File: config.mk
export PLATFORM = sky130hd
export DESIGN_NAME = gpio_edge_irq
export DESIGN_NICKNAME = d
export VERILOG_FILES = /design/src/rtl/gpio_edge_pkg.sv /design/src/rtl/gpio_edge_sync.sv /design/src/rtl/gpio_edge_bank.sv /design/src/rtl/gpio_edge_irq.sv
export SDC_FILE = /design/constraint.sdc
export NUM_CORES = 1
export LEC_CHECK = 0
export BUFFER_PORTS_ARGS = -buffer_cell sky130_fd_sc_hd__buf_2
export CORE_ASPECT_RATIO = 1.1
export CORE_MARGIN = 3
export CORE_UTILIZATION = 50
export DETAILED_ROUTE_END_ITERATION = 16
export GPL_TIMING_DRIVEN = 0
export PLACE_DENSITY = 0.71
export SLEW_MARGIN = 20
export SYNTH_ARGS = -nofsm -noshare
export SYNTH_HDL_FRONTEND = slang
export SYNTH_SLANG_ARGS = --single-unit
File: constraint.sdc
create_clock -name clk -period 1.9 [get_ports clk]
set_input_delay 0.475 -clock clk [delete_from_list [all_inputs] [get_ports clk]]
set_output_delay 0.475 -clock clk [all_outputs]
set_load 0.005 [all_outputs]
File: src/rtl/gpio_edge_pkg.sv
// Package gpio_edge_pkg
// Shared constants, the register group encoding and the per-bank valid-bit mask.
// Assumes at most four banks of 32 pins, addressed by a 6-bit byte offset.
package gpio_edge_pkg;
    localparam int BANK_W = 32;
    localparam int ADDR_W = 6;

    typedef enum logic [1:0] {
        GRP_STAT = 2'd0,
        GRP_RISE = 2'd1,
        GRP_FALL = 2'd2,
        GRP_NONE = 2'd3
    } reg_grp_e;

    // Bits of bank 'bank' that map to a real pin when npins pins exist.
    function automatic logic [BANK_W-1:0] bank_mask(int npins, int bank);
        int n;
        n = npins - bank * BANK_W;
        if (n <= 0)
            return '0;
        else if (n >= BANK_W)
            return '1;
        else
            return (BANK_W'(1) << n) - BANK_W'(1);
    endfunction
endpackage

File: src/rtl/gpio_edge_sync.sv
// Module gpio_edge_sync
// Brings asynchronous pin levels into the clock domain through two flops each,
// keeps one further delayed copy and reports single-cycle rise and fall events.
// Assumes pins are quasi-static relative to the clock; no glitch filtering.
module gpio_edge_sync #(
    parameter int N = 121
) (
    input  logic         clk,
    input  logic         rst_n,
    input  logic [N-1:0] pins_in,
    output logic [N-1:0] rise_ev,
    output logic [N-1:0] fall_ev
);
    logic [N-1:0] meta_q;
    logic [N-1:0] sync_q;
    logic [N-1:0] prev_q;

    // Synchronizer chain plus one-cycle history of the synchronized level.
    always_ff @(posedge clk) begin
        if (!rst_n) begin
            meta_q <= '0;
            sync_q <= '0;
            prev_q <= '0;
        end else begin
            meta_q <= pins_in;
            sync_q <= meta_q;
            prev_q <= sync_q;
        end
    end

    // Level now differs from level one clock earlier.
    assign rise_ev = sync_q & ~prev_q;
    assign fall_ev = prev_q & ~sync_q;
endmodule

File: src/rtl/gpio_edge_bank.sv
// Module gpio_edge_bank
// One bank of 32 pin slots: rising-enable, falling-enable and sticky status words.
// Status is write-1-to-clear; a new event in the same cycle as a clear wins.
// Assumes VALID_MASK marks the slots that map to real pins; others stay zero.
module gpio_edge_bank
    import gpio_edge_pkg::*;
#(
    parameter logic [BANK_W-1:0] VALID_MASK = '1
) (
    input  logic              clk,
    input  logic              rst_n,
    input  logic [BANK_W-1:0] rise_ev,
    input  logic [BANK_W-1:0] fall_ev,
    input  logic              wr_stat,
    input  logic              wr_rise,
    input  logic              wr_fall,
    input  logic [BANK_W-1:0] wdata,
    output logic [BANK_W-1:0] stat_q,
    output logic [BANK_W-1:0] rise_en_q,
    output logic [BANK_W-1:0] fall_en_q
);
    logic [BANK_W-1:0] hit;
    logic [BANK_W-1:0] clr;

    // Events that match an enabled direction on a real pin.
    assign hit = ((rise_ev & rise_en_q) | (fall_ev & fall_en_q)) & VALID_MASK;
    assign clr = wr_stat ? wdata : '0;

    // Enable registers, masked to real pins.
    always_ff @(posedge clk) begin
        if (!rst_n) begin
            rise_en_q <= '0;
            fall_en_q <= '0;
        end else begin
            if (wr_rise) rise_en_q <= wdata & VALID_MASK;
            if (wr_fall) fall_en_q <= wdata & VALID_MASK;
        end
    end

    // Sticky status: clear requested ones, then set new hits.
    always_ff @(posedge clk) begin
        if (!rst_n) stat_q <= '0;
        else        stat_q <= ((stat_q & ~clr) | hit) & VALID_MASK;
    end

    // a bit written as 1 with no new hit is 0 afterwards.
    a_r4_w1c_clears: assert property (@(posedge clk) disable iff (!rst_n)
        wr_stat |=> ((stat_q & $past(wdata & ~hit)) == '0));

    // a hit is always present in the next status word, clear or not.
    a_r10_set_wins: assert property (@(posedge clk) disable iff (!rst_n)
        (hit != '0) |=> ((stat_q & $past(hit)) == $past(hit)));

    // a newly set status bit must have had an enable bit set.
    a_r3_no_set_when_disabled: assert property (@(posedge clk) disable iff (!rst_n)
        1'b1 |=> ((stat_q & ~$past(stat_q) & ~$past(rise_en_q | fall_en_q)) == '0));

    // slots beyond the last pin never hold a 1.
    a_r5_unused_zero: assert property (@(posedge clk) disable iff (!rst_n)
        ((stat_q | rise_en_q | fall_en_q) & ~VALID_MASK) == '0);
endmodule

File: src/rtl/gpio_edge_irq.sv
// Module gpio_edge_irq
// Top of the edge-detect interrupt unit: synchronizers, one bank per 32 pins,
// register decode with one-cycle read latency, and the three interrupt lines.
// Assumes 3 <= NUM_PINS <= 128 (four banks at most, two private pins).
module gpio_edge_irq
    import gpio_edge_pkg::*;
#(
    parameter int NUM_PINS = 121
) (
    input  logic                clk,
    input  logic                rst_n,
    input  logic [NUM_PINS-1:0] pins_in,
    input  logic                wr_en,
    input  logic                rd_en,
    input  logic [ADDR_W-1:0]   addr,
    input  logic [BANK_W-1:0]   wdata,
    output logic [BANK_W-1:0]   rdata,
    output logic                irq_pin0,
    output logic                irq_pin1,
    output logic                irq_shared
);
    localparam int BANKS = (NUM_PINS + BANK_W - 1) / BANK_W;
    localparam int PAD_W = BANKS * BANK_W;

    logic [NUM_PINS-1:0] rise_ev, fall_ev;
    logic [PAD_W-1:0]    rise_all, fall_all, stat_flat;
    logic [BANK_W-1:0]   stat_w [BANKS];
    logic [BANK_W-1:0]   rise_w [BANKS];
    logic [BANK_W-1:0]   fall_w [BANKS];
    logic [BANK_W-1:0]   rd_word;
    reg_grp_e            grp;
    logic [1:0]          bank_sel;
    logic                unused_lsb;

    assign grp        = reg_grp_e'(addr[5:4]);
    assign bank_sel   = addr[3:2];
    assign unused_lsb = ^addr[1:0];

    gpio_edge_sync #(.N(NUM_PINS)) sync_i (
        .clk     (clk),
        .rst_n   (rst_n),
        .pins_in (pins_in),
        .rise_ev (rise_ev),
        .fall_ev (fall_ev)
    );

    // Widen event vectors to whole banks.
    always_comb begin
        rise_all = '0;
        fall_all = '0;
        rise_all[NUM_PINS-1:0] = rise_ev;
        fall_all[NUM_PINS-1:0] = fall_ev;
    end

    for (genvar b = 0; b < BANKS; b++) begin : g_bank
        logic sel;
        assign sel = wr_en && (int'(bank_sel) == b);

        gpio_edge_bank #(.VALID_MASK(bank_mask(NUM_PINS, b))) bank_i (
            .clk       (clk),
            .rst_n     (rst_n),
            .rise_ev   (rise_all[b*BANK_W +: BANK_W]),
            .fall_ev   (fall_all[b*BANK_W +: BANK_W]),
            .wr_stat   (sel && grp == GRP_STAT),
            .wr_rise   (sel && grp == GRP_RISE),
            .wr_fall   (sel && grp == GRP_FALL),
            .wdata     (wdata),
            .stat_q    (stat_w[b]),
            .rise_en_q (rise_w[b]),
            .fall_en_q (fall_w[b])
        );

        assign stat_flat[b*BANK_W +: BANK_W] = stat_w[b];
    end

    // Select the addressed word; unmapped group or absent bank reads zero.
    always_comb begin
        rd_word = '0;
        for (int b = 0; b < BANKS; b++) begin
            if (int'(bank_sel) == b) begin
                case (grp)
                    GRP_STAT: rd_word = stat_w[b];
                    GRP_RISE: rd_word = rise_w[b];
                    GRP_FALL: rd_word = fall_w[b];
                    default:  rd_word = '0;
                endcase
            end
        end
    end

    // Read data register, loaded only on a read strobe.
    always_ff @(posedge clk) begin
        if (!rst_n)     rdata <= '0;
        else if (rd_en) rdata <= rd_word;
    end

    assign irq_pin0   = stat_flat[0];
    assign irq_pin1   = stat_flat[1];
    assign irq_shared = |stat_flat[PAD_W-1:2];

    // read data only changes on a cycle that carried a read strobe.
    a_r9_rdata_holds: assert property (@(posedge clk) disable iff (!rst_n)
        !rd_en |=> (rdata == $past(rdata)));
endmodule

==> metrics.md <==
| Metric | Value |
|---|---|
| Relative slew slack | 35.6% |
| Number of synthesized flops with an enable pin | 0 |
| Routing usage on met3 | a little under 7% |
| Via count | between 20000 and 30000 |
| H-tree Lvls | 3 |
| Die width | approximately 240 um |
| Total CTS buffers | 76 |
| M1 GR Usage | 41.4% |
| TritonCTS Sinks | about 760 |
| Critical path class | flop to output port |
| Power density cells | ~1000 mW/mm2 |
| Measured slew at the worst slew-check pin | 965 ps |
| Status | finished with violations |
| Total negative slack | -1570 ps |
| Largest net degree at the start of global routing | 15 |
| GRT Residual Overflow | 0 |
| Layout Skew | between 30 and 40 ps |
| Fin crit period | about 3000 ps |
| Syn_area_per_cell | 8.74 um2 |
| Post-CTS setup buffer count | 0 |
| Syn_nets | about 3500 |
| Top_reg_cell synth | dfxtp_1 |
| Register area share after synthesis | around half |
| GRT Util Overall | 31.9% |
| Initial antenna violation count | 6 |
| Leak pwr | roughly 13 nW |
| Area grow syn2layout | 16.3% |
| DRT Pass-1 Iters | 8 |
| Synth area leader | dfxtp_1 |
| Routability Congestion | around 1.0 |
| Post-Synthesis Cell Area | between 0.02 and 0.03 mm2 |
| Worst Setup SP | g_bank[3].bank_i.stat_q[20] |
| Crit. End Element | output port |
| Worst VDD drop | a little under 700 uV |
| Filler cell count | between 5000 and 6000 |
| Top cells by count, synth | nand2_1 (810), dfxtp_1 (758), and2_1 (364) |
| Design Area, Final | between 0.03 and 0.04 mm2 |
| Worst Setup Start Kind | flop |
| Per-cell routed wire length | approximately 23 um |
| Pins over their slew limit | 0 |
| Area share of the largest cell type after synthesis | roughly 52% |
| Clock root buffer | clkbuf_16 |
| Initial Utilization | between 50% and 60% |
| Place WS | -1250 ps |
| DRC | 0 |
| Final period util | 154% |
| Post-synthesis cell type count | 38 |
| Count leader, synth | nand2_1 |
| Max Fclk | around 0.34 GHz |
| Worst reg2reg startpoint | g_bank[0].bank_i.stat_q[8] |
| CTS hold repair buffers | 0 |
| Placed inst area | around 0.031 mm2 |
| Ranking of synthesized cells by area | dfxtp_1 (52%), nand2_1 (10%), and2_1 (7.7%) |
| Max Cap Viol | 0 |
| RR Endpoint | rdata[8] |
| Post-synth ARST share | 0% |
| Syn. warnings | 0 |
| Crit path capture | irq_shared |
| GR peak layer | met2 |
| Port Buf Inserts | 185 |
| Cells after synthesis | 3369 |
| Die height | 260 um |
| DRT Wirelength | approximately 100000 um |
| Worst Path Arrival | 2450 ps |
| Final setup viols | 13 |
| Number of DRC markers in iteration 0 | 3045 |
| DP HPWL | around 75000 um |
| Vias in the first global route | around 23000 |
| Share of cells above drive strength 1 | 11.8% |
| Vias per cell | around 5.7 |
| Number of cells on the worst reg-to-reg path | 4 |
| Grt met2 use | approximately half |
| Worst Hold Class | primary input to flop |
| Fin. Hold Viols | 0 |
| Core ar. | ~0.058 mm2 |
| Tot Pwr | around 35 mW |
| Clock latency on the worst-skew pair | roughly 640 ps |
| Crit Path Max Fanout | 3 |
| Clock buffer depth | 3 |
| NumNets Final | between 3000 and 4000 |
| Std-Cell Rows | 92 |
| RSZ-0062 raised after global routing | true |
| Top-Level Pins | about 200 |
| Reg-to-reg setup timing slack | 280 ps |
| Reg area | 0.0152 mm2 |
| Number of nets still failing antenna checks after routing | 0 |
| TritonCTS clock tree | yes |
| Combined area of the multi-input logic cells | between 0.01 and 0.015 mm2 |
| Setup ws final | -1020 ps |
| Clock-pin transition on the worst setup and hold timing paths | about 60 ps |
| Die area | ~0.062 mm2 |
| First-pass GRT wire length | between 100000 and 150000 um |
| Failing checks | negative setup slack |
| Yosys reg bits | 758 |
| WP data required | roughly 1400 ps |
## timing repair
action / 4_1_cts / 5_1_grt
gates resized for setup: 38 / 54
endpoints found under the hold margin: 0 / 0
pin swaps: 5 / 0
endpoints found under the setup margin: 117 / 104
## worst min-delay path by stage
stage | depth (start not counted) | slack, ps | to | from
6_report | 2 | 30 | sync_i.meta_q[12] | pins_in[12]
3_5_place_dp | 1 | 420 | sync_i.sync_q[13] | sync_i.meta_q[13]
3_3_place_gp | 1 | 420 | sync_i.sync_q[30] | sync_i.meta_q[30]
2_1_floorplan | 1 | 410 | sync_i.sync_q[0] | sync_i.meta_q[0]
5_1_grt | 2 | 30 | sync_i.meta_q[76] | pins_in[76]
4_1_cts | 2 | 10 | sync_i.meta_q[9] | pins_in[9]
## metrics by stage
step | cells | hold WS (ps) | util [%]
6_report | 4443 | 34.8 | 59.2
3_3_place_gp | 4306 | 415 | 54.2
3_5_place_dp | 4307 | 417 | 54.2
2_1_floorplan | 3369 | 412 | -
4_1_cts | 4440 | 9.80 | 59.1
5_1_grt | 4441 | 27.1 | 59.2
## layer usage
metal  part of all wire, %  wire length [um]  vias up
met1                    40             40900    11668
li1                      -                 -    11728
met5                 0.027                27        -
met3                    10             10400      354
met4                   6.2              6310        4
met2                    43             44100     1425
## worst max-delay path, stage by stage, from the launching register on
cell	delay [ps]
dfxtp_1	340
nor4_2	560
nand4_1	310
nor4_2	260
nand2_2	180
buf_6	160
## cell usage in the layout, fill, tap and decap left out, drive strengths merged, types with 2 or more instances in the layout
cell	netlist	layout
mux2i	119	119
or2	4	4
clkinv	0	15
nand2	811	811
a22oi	2	2
nor2	18	18
a211oi	2	2
clkbuf	177	285
nand4	39	39
o211ai	42	42
and2	364	364
nand3b	124	124
a31oi	14	14
buf	64	246
nand2b	9	9
mux2	2	2
bufinv	0	10
a21boi	250	250
o22a	2	2
nor2b	124	124
inv	1	3
nand3	3	3
o21ai	221	221
diode	0	3
dfxtp	758	758
nor4	31	31
a21oi	183	183
## report_power, final
part / switching, mW / internal (mW)
Clock: 6.41 / 9.52
Sequential: 0.274 / 16.3
Combinational: 1.40 / 0.741
## flip-flops by register name, indices dropped and copies added, names as in the netlist
| register | flops |
|---|---|
| g_bank.bank_i.stat_q | 121 |
| rdata | 32 |
| g_bank.bank_i.rise_en_q | 121 |
| g_bank.bank_i.fall_en_q | 121 |
| sync_i.sync_q | 121 |
| sync_i.meta_q | 121 |
| sync_i.prev_q | 121 |
## final cells by class
| class | instances | share of cell area, % |
|---|---|---|
| Buffer | 240 | 3.12 |
| Tap cell | 752 | 2.75 |
| Inverter | 1 | 0.0110 |
| Clock buffer | 106 | 6.48 |
| Timing Repair Buffer | 186 | 2.80 |
| Multi-Input combinational cell | 2369 | 39.3 |
| Antenna cell | 3 | 0.0219 |
| Clock inverter | 28 | 1.24 |
| Sequential cell | 758 | 44.3 |
## cell families after synthesis
kind of cell / count (synthesis) / synth area share, %
simple gates: 1531 / 26.1
flops: 758 / 51.5
compound gates: 717 / 14.8
buf+inv: 242 / 3.42
mux: 121 / 4.12
No activity file was read; power rests on OpenSTA's default activity.
